File: src/rtl/codefetch_pkg.sv
package codefetch_pkg;
  typedef enum logic [2:0] {
    PH_IDLE   = 3'd0,
    PH_ADDR   = 3'd1,
    PH_HOLD   = 3'd2,
    PH_FLOAT  = 3'd3,
    PH_STROBE = 3'd4
  } phase_e;
endpackage

File: src/rtl/cf_int_rom.sv
// On-chip code store: content is a fold of the address slices with a key.
module cf_int_rom #(
  parameter int AW = 16,
  parameter int DW = 8,
  parameter logic [DW-1:0] KEY = 8'h5A
) (
  input  logic          en,
  input  logic [AW-1:0] addr,
  output logic [DW-1:0] data
);
  localparam int NSL = AW / DW;

  logic [DW-1:0] fold;

  always_comb begin
    fold = KEY;
    for (int i = 0; i < NSL; i++) begin
      fold = fold ^ addr[i*DW +: DW];
    end
  end

  // the store is gated off when external code is selected
  assign data = en ? fold : '0;
endmodule

File: src/rtl/cf_ext_seq.sv
// Phase sequencer for one external code fetch; strobes are registered.
module cf_ext_seq
  import codefetch_pkg::*;
(
  input  logic   clk,
  input  logic   rst_n,
  input  logic   start,
  output phase_e phase,
  output logic   ale,
  output logic   psen_n,
  output logic   done
);
  phase_e phase_q, phase_d;

  always_comb begin
    phase_d = phase_q;
    unique case (phase_q)
      PH_IDLE:   if (start) phase_d = PH_ADDR;
      PH_ADDR:   phase_d = PH_HOLD;
      PH_HOLD:   phase_d = PH_FLOAT;
      PH_FLOAT:  phase_d = PH_STROBE;
      PH_STROBE: phase_d = PH_IDLE;
      default:   phase_d = PH_IDLE;
    endcase
  end

  always_ff @(posedge clk or negedge rst_n) begin
    if (!rst_n) begin
      phase_q <= PH_IDLE;
      ale     <= 1'b0;
      psen_n  <= 1'b1;
    end else begin
      phase_q <= phase_d;
      ale     <= (phase_d == PH_ADDR);
      psen_n  <= (phase_d != PH_STROBE);
    end
  end

  assign phase = phase_q;
  assign done  = (phase_q == PH_STROBE);
endmodule

File: src/rtl/cf_port_mux.sv
// Selects between fetch-cycle drive and general-purpose drive on both ports.
module cf_port_mux
  import codefetch_pkg::*;
#(
  parameter int DW = 8
) (
  input  phase_e        phase,
  input  logic [DW-1:0] addr_lo,
  input  logic [DW-1:0] addr_hi,
  input  logic [DW-1:0] gp_lo_out,
  input  logic          gp_lo_oe,
  input  logic [DW-1:0] gp_hi_out,
  output logic [DW-1:0] bus_lo_out,
  output logic          bus_lo_oe,
  output logic [DW-1:0] bus_hi_out
);
  always_comb begin
    bus_lo_out = gp_lo_out;
    bus_lo_oe  = gp_lo_oe;
    bus_hi_out = gp_hi_out;
    unique case (phase)
      PH_ADDR, PH_HOLD: begin
        bus_lo_out = addr_lo;
        bus_lo_oe  = 1'b1;
        bus_hi_out = addr_hi;
      end
      PH_FLOAT, PH_STROBE: begin
        bus_lo_out = addr_lo;
        bus_lo_oe  = 1'b0;
        bus_hi_out = addr_hi;
      end
      default: ;
    endcase
  end
endmodule

File: src/rtl/codefetch_ctrl.sv
module codefetch_ctrl
  import codefetch_pkg::*;
#(
  parameter int DW = 8,
  parameter logic [DW-1:0] ROM_KEY = 8'h5A,
  localparam int AW = 2 * DW
) (
  input  logic          clk,
  input  logic          rst_n,
  input  logic          int_code_sel,
  input  logic          req_valid,
  output logic          req_ready,
  input  logic [AW-1:0] req_pc,
  output logic          rsp_valid,
  output logic [DW-1:0] rsp_byte,
  input  logic [DW-1:0] gp_lo_out,
  input  logic          gp_lo_oe,
  input  logic [DW-1:0] gp_hi_out,
  output logic [DW-1:0] bus_lo_out,
  output logic          bus_lo_oe,
  input  logic [DW-1:0] bus_lo_in,
  output logic [DW-1:0] bus_hi_out,
  output logic          ale,
  output logic          psen_n
);
  phase_e        phase;
  logic          accept, start_ext, ext_done;
  logic [AW-1:0] pc_q;
  logic [DW-1:0] rom_data;

  assign req_ready = (phase == PH_IDLE);
  assign accept    = req_valid && req_ready;
  assign start_ext = accept && !int_code_sel;

  always_ff @(posedge clk or negedge rst_n) begin
    if (!rst_n)          pc_q <= '0;
    else if (start_ext)  pc_q <= req_pc;
  end

  cf_int_rom #(.AW(AW), .DW(DW), .KEY(ROM_KEY)) u_rom (
    .en   (int_code_sel),
    .addr (req_pc),
    .data (rom_data)
  );

  cf_ext_seq u_seq (
    .clk    (clk),
    .rst_n  (rst_n),
    .start  (start_ext),
    .phase  (phase),
    .ale    (ale),
    .psen_n (psen_n),
    .done   (ext_done)
  );

  cf_port_mux #(.DW(DW)) u_mux (
    .phase      (phase),
    .addr_lo    (pc_q[DW-1:0]),
    .addr_hi    (pc_q[AW-1:DW]),
    .gp_lo_out  (gp_lo_out),
    .gp_lo_oe   (gp_lo_oe),
    .gp_hi_out  (gp_hi_out),
    .bus_lo_out (bus_lo_out),
    .bus_lo_oe  (bus_lo_oe),
    .bus_hi_out (bus_hi_out)
  );

  always_ff @(posedge clk or negedge rst_n) begin
    if (!rst_n) begin
      rsp_valid <= 1'b0;
      rsp_byte  <= '0;
    end else begin
      rsp_valid <= ext_done || (accept && int_code_sel);
      if (ext_done)                     rsp_byte <= bus_lo_in;
      else if (accept && int_code_sel)  rsp_byte <= rom_data;
    end
  end
endmodule

File: config.mk
export PLATFORM = sky130hd
export DESIGN_NAME = codefetch_ctrl
export DESIGN_NICKNAME = d
export VERILOG_FILES = /design/src/rtl/codefetch_pkg.sv /design/src/rtl/cf_int_rom.sv /design/src/rtl/cf_ext_seq.sv /design/src/rtl/cf_port_mux.sv /design/src/rtl/codefetch_ctrl.sv
export SDC_FILE = /design/constraint.sdc
export NUM_CORES = 1
export LEC_CHECK = 0
export ABC_AREA = 1
export ABC_CLOCK_PERIOD_IN_PS = 4010
export BUFFER_PORTS_ARGS = -buffer_cell sky130_fd_sc_hd__buf_4
export CORE_MARGIN = 2
export CORE_UTILIZATION = 51
export DETAILED_ROUTE_END_ITERATION = 6
export PLACE_DENSITY = 0.94
export SETUP_SLACK_MARGIN = 0.05
export SKIP_CTS_REPAIR_TIMING = 1
export SLEW_MARGIN = 25
export SYNTH_ARGS = -nofsm -noshare
export SYNTH_HDL_FRONTEND = slang
export SYNTH_HIERARCHICAL = 1
export SYNTH_SLANG_ARGS = --single-unit
File: constraint.sdc
create_clock -name clk -period 4.01 [get_ports clk]
set_input_delay 0.401 -clock clk [delete_from_list [all_inputs] [get_ports clk]]
set_output_delay 0.401 -clock clk [all_outputs]
set_load 0.005 [all_outputs]
Yosys cells after proc, flatten, opt, wreduce, memory -nomap -nowiden
Cells that the tools add are included.
{ "totals": {"output_inout_bits": 29, "input_bits": 45, "reg_bits": 30, "wordCells": 32} }
{ "classes": {"muxes": 8, "bitwise": 2, "reduce_logical": 10, "n_eq_ne": 6} }
{ "op_table": {"columns": ["cell", "n"], "rows": [
  ["2-to-1 mux 8 bit", 5],
  ["case mux 3 bit (4 select lines)", 1],
  ["XOR 8 bit", 1],
  ["== test 3 x 1 -> 1 bit (second input constant)", 2],
  ["== test 3 x 2 -> 1 bit (second input constant)", 2],
  ["NOT 4 bit", 1],
  ["OR reduction 2 bit", 2],
  ["OR reduction 4 bit", 1],
  ["== test 3 bit (second input constant)", 1],
  ["logical AND 1 bit", 3],
  ["logical NOT 3 bit", 1],
  ["2-to-1 mux 3 bit", 1],
  ["!= test 3 bit (second input constant)", 1],
  ["case mux 1 bit (2 select lines)", 1],
  ["nonzero test 2 bit", 1],
  ["logical NOT 1 bit", 1],
  ["logical OR 1 bit", 1]
]} }

Logic depth before layout (Yosys ltp)
Gate-level depths: netlist of run 1.
{ "logic_depth": {"depth_word": 6, "mapped_depth": 9, "ltp_nobuf": 8} }

Modules after synthesis
The synthesis of run 1 kept the hierarchy.
{ "by_module_without_submodules": {"columns": ["mod", "seq_area_each_um2", "cells_per_inst", "n_inst", "area_each_um2"], "rows": [
  ["codefetch_ctrl", 625.6, 134, 1, 1104.8],
  ["cf_port_mux", 0.0, 63, 1, 304.0],
  ["cf_ext_seq", 126.4, 19, 1, 185.2],
  ["cf_int_rom", 0.0, 37, 1, 168.9]
]} }

Least setup slack after synthesis of run 1
No wires, ideal clock.
{ "synth_path": {"kind": "reg-to-output", "start": "reg u_seq.phase_q[0], in the netlist u_seq/phase[0]", "end": "out bus_hi_out[1]", "t_arrival_ns": 1.132, "stages_incl_launch_ff": 8, "setup_slack_ns": 2.477, "path_buffers": 1, "path_cell_list": "dfrtp_1 nand2_2 nand2_1 nand2_4 nand2_4 buf_8 nand2_1 nand2_1"} }
{ "synth_between": {"elab_chain_len": 3, "word_cells_on_any_way": 6, "classes_between": "eq/ne (4); mux (1); reduce/logical (1)"} }
{ "synth_lines": {"columns": ["item", "line", "source"], "rows": [
  ["start: declaration", "cf_ext_seq.sv:13", "phase_e phase_q, phase_d;"],
  ["start signal: assignment", "cf_ext_seq.sv:33", "phase_q <= phase_d;"],
  ["== test 3 bit, or another cell as far along", "cf_port_mux.sv:21", "unique case (phase)"],
  ["OR reduction 4 bit (no source line) *", null, null],
  ["2-to-1 mux 8 bit *", "cf_port_mux.sv:21", null],
  ["end: declaration", "codefetch_ctrl.sv:22", "output logic [DW-1:0] bus_hi_out,"]
]} }
Every way passes the cells marked *; elsewhere a longest branch is shown, timed or not.

Worst setup path in the final report of run 1
{ "layout_path": {"start": "reg u_seq.phase_q[0], in the netlist u_seq/phase[0]", "end": "out bus_hi_out[2]"} }
Same word-level chain as after synthesis.

==> results.sh, run 1 <==
export IMPL_finalCritPeriodShare=0.538
export IMPL_grt_start_max_net_pins=31
export IMPL_cts_tree="yes"
export IMPL_clk_pin_slew_ps=100
export IMPL_power_frac_clock=0.109
export IMPL_ys_seq_area_frac=0.427
export IMPL_numPortBuffers=73
export IMPL_dr_first_iter_drc_count=68
export IMPL_required_ps=3610
export IMPL_max_cap_viol_count=0
export IMPL_powerDensity_nw_per_um2=727
export IMPL_cts_sinks=30
export IMPL_h_tree_depth=2
export IMPL_num_nets_final=372
export IMPL_crit_family="simple AND/OR/NAND/NOR gates"
export IMPL_max_stage_delay_ps=560
export IMPL_area_growth_syn_to_layout_pct=35.2
export IMPL_hold_viol=0
export IMPL_synthArstFlopShare=1.00
export IMPL_syn_area_per_cell_um2=6.97
export IMPL_postRouteAntennaNets=0
export IMPL_cp_start_kind="flop"
export IMPL_syn_nets=298
export IMPL_start_util=0.528
export IMPL_synthCells=253
export IMPL_die_area_um2=3940
export IMPL_drt_wl_total_um=4350
export IMPL_track_usage=0.234
export IMPL_rsz0062_at_grt="no"
export IMPL_grt_antenna_before_repair=0
export IMPL_pwr_share_seq=0.321
export IMPL_path_buf_inv=2
export IMPL_setup_viol=0
export IMPL_peakVddDrop_v=0.000362
export IMPL_grt_pass1_wl_um=7180
export IMPL_vias=1810
export IMPL_vias_per_cell=4.84
export IMPL_dp_hpwl_um=3240
export IMPL_fin_setup_tns_ps=0
export IMPL_r2r_cells=6
export IMPL_layout_drive_gt1_share=0.311
export IMPL_switchingPower_w=0.000726
export IMPL_min_path_type="in -> reg"
export IMPL_fmax_mhz=463
export IMPL_core_area_um2=3340
export IMPL_skew_ps=11.7
export IMPL_worstSetupPathType="reg -> out"
export IMPL_path_depth=7
export IMPL_netSwitchingFraction=0.419
export IMPL_ctsLongestPathBuffers=2
export IMPL_std_cell_rows=21
export IMPL_crit_fanout=19
export IMPL_fill_cells=291
export IMPL_cellLeakagePower_nw=1.39
export IMPL_synth_area_um2=1760
export IMPL_synth_seq_cells=30
export IMPL_p_int_w=0.00101
export IMPL_relSlewSlack=0.748
export IMPL_finish_utilization=0.714
export IMPL_die_w_um=62.8
export IMPL_wl_per_cell_um=11.6
export IMPL_chipHeight_um=62.8
export IMPL_path_cells="inv_1 > nand2_1 > nand3_4 > nand2_4 > nand2_1 > nand2_1 > buf_4"
export IMPL_outcome="finished, final reports clean"
export IMPL_gp_congestion=0.831
export IMPL_worstPathArrival_ps=1760
export IMPL_grt_ovfl_total=0
export IMPL_ys_warn_count=6
export IMPL_p_comb_frac=0.570
export IMPL_yosys_most_used_dff="dfrtp_1"
export IMPL_yosys_cell_types_count=20
export IMPL_min_path_cells=3
export IMPL_tightestPinTransition_ps=377
export IMPL_n_antenna_cell=0
export IMPL_first_global_vias=1540
export IMPL_drcViolationCount=0
export IMPL_num_io_pins=74
export IMPL_slew_viol_final=0
export IMPL_clockRootBuffer="clkbuf_4"
export IMPL_period_needed_ps=2160
export IMPL_synth_edff_count=0
export IMPL_cts_buffers=5
export IMPL_crit_slowest_cell="dfrtp_1"
export IMPL_crit_path_frequent_cell="nand2_1"
export IMPL_clkLatencyLatePin_ps=340
export IMPL_cp_end_kind="primary output"
export IMPL_dr_pass1_iters=4
==> worst min-delay path: stages <==
cell and delay, ps:
buf_4 80, nand2_1 40, nand2_1 50
==> path summary, 6_finish.rpt <==
kind | start | slack [ps] | end
min in group asynchronous | rst_n | 520 | rsp_byte[1]
worst max register to register | u_seq/phase[0] | 2490 | rsp_byte[0]
max in group asynchronous | rst_n | 3180 | u_seq/psen_n
worst max-delay path | u_seq/phase[0] | 1850 | bus_hi_out[2]
worst min register to register | pc_q[5] | 490 | pc_q[5]
worst min-delay path | req_pc[6] | 260 | pc_q[6]
==> registers in the layout, summed over array words and instances (netlist names) <==
register      count
pc_q             16
rsp_byte          8
u_seq/phase       3
rsp_valid         1
u_seq/ale         1
u_seq/psen_n      1
==> cells by family (layout without fill, tap and decap cells) <==
kind of cell,count (synthesis),after routing,synth area share
flip-flops,30,30,0.427
AO/OA/AOI/OAI,1,1,0.00284
AND/OR/NAND/NOR,201,201,0.506
buffers and inverters,21,96,0.0646
==> power by group through the flow <==
| stage | Sequential, W | Clock (W) | Combinational, W |
|---|---|---|---|
| 2_1_floorplan | 0.000534 | 0 | 0.000594 |
| 3_3_place_gp | 0.000556 | 0 | 0.000965 |
| 3_5_place_dp | 0.000556 | 0 | 0.000994 |
| 4_1_cts | 0.000554 | 0.000194 | 0.000996 |
| 5_1_grt | 0.000575 | 0.000209 | 0.00110 |
| 6_report | 0.000556 | 0.000189 | 0.000989 |
==> area by class of cell <==
class	count	area, um2	area share
clock buffer	7	55.1	0.0231
clock inverter	1	5.00	0.00210
inverter	13	51.3	0.0215
multi-input combinational	202	897	0.376
sequential	30	752	0.315
tap	46	57.6	0.0241
timing repair buffer	75	566	0.237
==> cell usage after synthesis, types with 2 or more instances <==
library cell | count | area (um2)
nand2_1 | 141 | 529
dfrtp_1 | 29 | 726
nand3_1 | 25 | 125
nor2_1 | 14 | 52.6
inv_1 | 11 | 41.3
nor2_2 | 9 | 56.3
buf_2 | 5 | 25.0
nand2_2 | 3 | 18.8
buf_6 | 2 | 22.5
nand2_4 | 2 | 22.5
nand4_4 | 2 | 42.5
nor3_1 | 2 | 10.0
==> placed cells by master (no fill, tap or decap), types with 2 or more instances in the layout <==
cell	instances
nand2_2	3
nor2_1	14
dfrtp_1	29
nor2_2	9
nand3_1	25
nand4_4	2
inv_1	11
buf_4	74
nand2_1	141
clkbuf_4	5
nor3_1	2
nand2_4	2
==> metal layers <==
layer  routed length [um]  track usage  vias up
met5                    0            0        -
li1                     -            -      926
met4                   97        0.103        0
met2                 2090        0.374       60
met1                 1930        0.308      815
met3                  227       0.0505        9
==> metrics by stage <==
stage	instances	hold slack (ps)	total power (W)	worst slack [ps]	area (um2)
floorplan	253	105	0.00113	2480	1760
global placement	365	346	0.00152	2270	2310
detailed placement	365	351	0.00155	2210	2310
CTS	373	-21.7	0.00174	1840	2370
global route	374	261	0.00188	1720	2380
finish	374	263	0.00173	1850	2380
Power figures use the tool's default switching activity.
==> inputs of run 2 (changes only) <==
--- a/config.mk
+++ b/config.mk
@@ -6,12 +6,12 @@
 export NUM_CORES = 1
 export LEC_CHECK = 0
 export ABC_AREA = 1
-export ABC_CLOCK_PERIOD_IN_PS = 4010
+export ABC_CLOCK_PERIOD_IN_PS = 1800
 export BUFFER_PORTS_ARGS = -buffer_cell sky130_fd_sc_hd__buf_4
 export CORE_MARGIN = 2
-export CORE_UTILIZATION = 51
+export CORE_UTILIZATION = 43
 export DETAILED_ROUTE_END_ITERATION = 6
-export PLACE_DENSITY = 0.94
+export PLACE_DENSITY = 0.86
 export SETUP_SLACK_MARGIN = 0.05
 export SKIP_CTS_REPAIR_TIMING = 1
 export SLEW_MARGIN = 25
==> constraint.sdc (replaced) <==
create_clock -name clk -period 1.8 [get_ports clk]
set_input_delay 0.18 -clock clk [delete_from_list [all_inputs] [get_ports clk]]
set_output_delay 0.18 -clock clk [all_outputs]
set_load 0.005 [all_outputs]
==> results.sh, run 2 (synthesis gave the netlist of run 1 again) <==
export IMPL_outcome="finished, final reports clean"
export IMPL_met1_usage=0.263
export IMPL_fin_cells=393
export IMPL_cellLeakagePower_nw=1.48
export IMPL_grt_start_max_net_pins=31
export IMPL_slew_viol_final=0
export IMPL_grtUsageMet2=0.326
export IMPL_largest_reg_flops=16
export IMPL_std_cell_rows=23
export IMPL_clkLatencyLatePin_ps=280
export IMPL_mostFrequentLayoutCells="nand2_1, buf_4, dfrtp_1"
export IMPL_dr_pass1_iters=4
export IMPL_dp_hpwl_um=3340
export IMPL_vias_per_cell=4.84
export IMPL_gp_congestion=0.777
export IMPL_vias=1902
export IMPL_powerDensity_nw_per_um2=1740
export IMPL_top_register="pc_q"
export IMPL_layout_drive_gt1_share=0.364
export IMPL_worstPathArrival_ps=1580
export IMPL_first_global_vias=1551
export IMPL_finalCritPeriodShare=0.980
export IMPL_peakVddDrop_v=0.000673
export IMPL_rsz0062_at_grt="yes"
export IMPL_start_util=0.444
export IMPL_grt_antenna_before_repair=0
export IMPL_grt_pass1_wl_um=6990
export IMPL_area_growth_syn_to_layout_pct=46.9
export IMPL_placedInstanceArea_um2=2320
export IMPL_dp_slack_ps=206
export IMPL_drt_wl_total_um=5140
export IMPL_r2r_cells=6
export IMPL_num_io_pins=74
export IMPL_h_tree_depth=2
export IMPL_ctsLongestPathBuffers=2
export IMPL_cp_start_kind="flop"
export IMPL_min_path_type="in -> reg"
export IMPL_hold_viol=0
export IMPL_setup_viol=0
export IMPL_chipHeight_um=68.0
export IMPL_die_w_um=68.0
export IMPL_dp_cells=369
export IMPL_num_nets_final=388
export IMPL_worstSetupPathType="reg -> out"
export IMPL_grt_busiest_layer="met2"
export IMPL_die_area_um2=4630
export IMPL_skew_ps=2.25
export IMPL_track_usage=0.201
export IMPL_postLayoutCellArea_um2=2590
export IMPL_clk_pin_slew_ps=60
export IMPL_drcViolationCount=0
export IMPL_cts_sinks=30
export IMPL_dr_first_iter_drc_count=95
export IMPL_worst_slack_ps=36.0
export IMPL_cts_buffers=5
export IMPL_wl_per_cell_um=13.1
export IMPL_min_path_cells=3
export IMPL_core_area_um2=3970
export IMPL_clockRootBuffer="clkbuf_8"
export IMPL_use_met3=0.0428
export IMPL_relSlewSlack=0.743
export IMPL_postRouteAntennaNets=0
export IMPL_final_common_cell="nand2_1"
export IMPL_cts_tree="yes"
export IMPL_n_antenna_cell=0
export IMPL_max_cap_viol_count=0
export IMPL_crit_fanout=8
export IMPL_fmax_mhz=567
export IMPL_tightestPinTransition_ps=385
export IMPL_required_ps=1620
export IMPL_grt_ovfl_total=0
export IMPL_numPortBuffers=73
export IMPL_period_needed_ps=1760
export IMPL_finish_utilization=0.652
export IMPL_cp_end_kind="primary output"
[run 2: cell count changes in the layout (fill, tap and decap cells not counted), sizes merged]
| cell | before | now |
|---|---|---|
| buf | 74 | 86 |
| nand2 | 146 | 148 |
| nand3 | 26 | 28 |
| clkinv | 1 | 0 |
[run 2: power by group]
| group | switching [W] | internal [W] | leakage [nW] |
|---|---|---|---|
| clock | 0.000240 | 0.000266 | 0.0383 |
| sequential | 0.000256 | 0.000998 | 0.376 |
| combinational | 0.00142 | 0.00133 | 1.06 |
| total | 0.00192 | 0.00259 | 1.48 |
[run 2: metal layers]
metal  wire, um  up-vias
met5          0        -
met4         65        0
met3        325        8
met2       2600       70
met1       2150      859
li1           -      965
[run 2: worst paths after layout]
| check | from | slack [ps] | to |
|---|---|---|---|
| worst max-delay path | u_seq/phase[1] | 40 | bus_hi_out[1] |
| max in group asynchronous | rst_n | 1120 | u_seq/psen_n |
| min in group asynchronous | rst_n | 370 | rsp_byte[4] |
| worst min-delay path | req_pc[6] | 110 | pc_q[6] |
| worst min register to register | pc_q[13] | 490 | pc_q[13] |
| worst max register to register | u_seq/phase[1] | 190 | rsp_byte[2] |
[run 2: worst max-delay path: stages, from the launching register on]
cell	delay (ps)
dfrtp_2	480
nand2_4	150
nand2_4	80
nand2_4	150
buf_4	140
nand3_1	90
nand2_1	90
buf_4	110
[run 2: area by class of cell]
type / count / area [um2]
fill: 348 / 1380
multi-input combinational: 206 / 982
sequential: 30 / 756
timing repair buffer: 87 / 659
clock buffer: 7 / 76.3
tap: 50 / 62.6
inverter: 13 / 53.8
[run 2: per-stage QoR]
| stage | total power, W | setup TNS [ps] | hold slack [ps] |
|---|---|---|---|
| 5_1_grt | 0.00488 | -9.25 | 113 |
| 3_3_place_gp | 0.00338 | 0 | 123 |
| 4_1_cts | 0.00398 | -1200 | -171 |
| 6_report | 0.00451 | 0 | 106 |
| 2_1_floorplan | 0.00251 | 0 | -116 |
| 3_5_place_dp | 0.00346 | 0 | 129 |
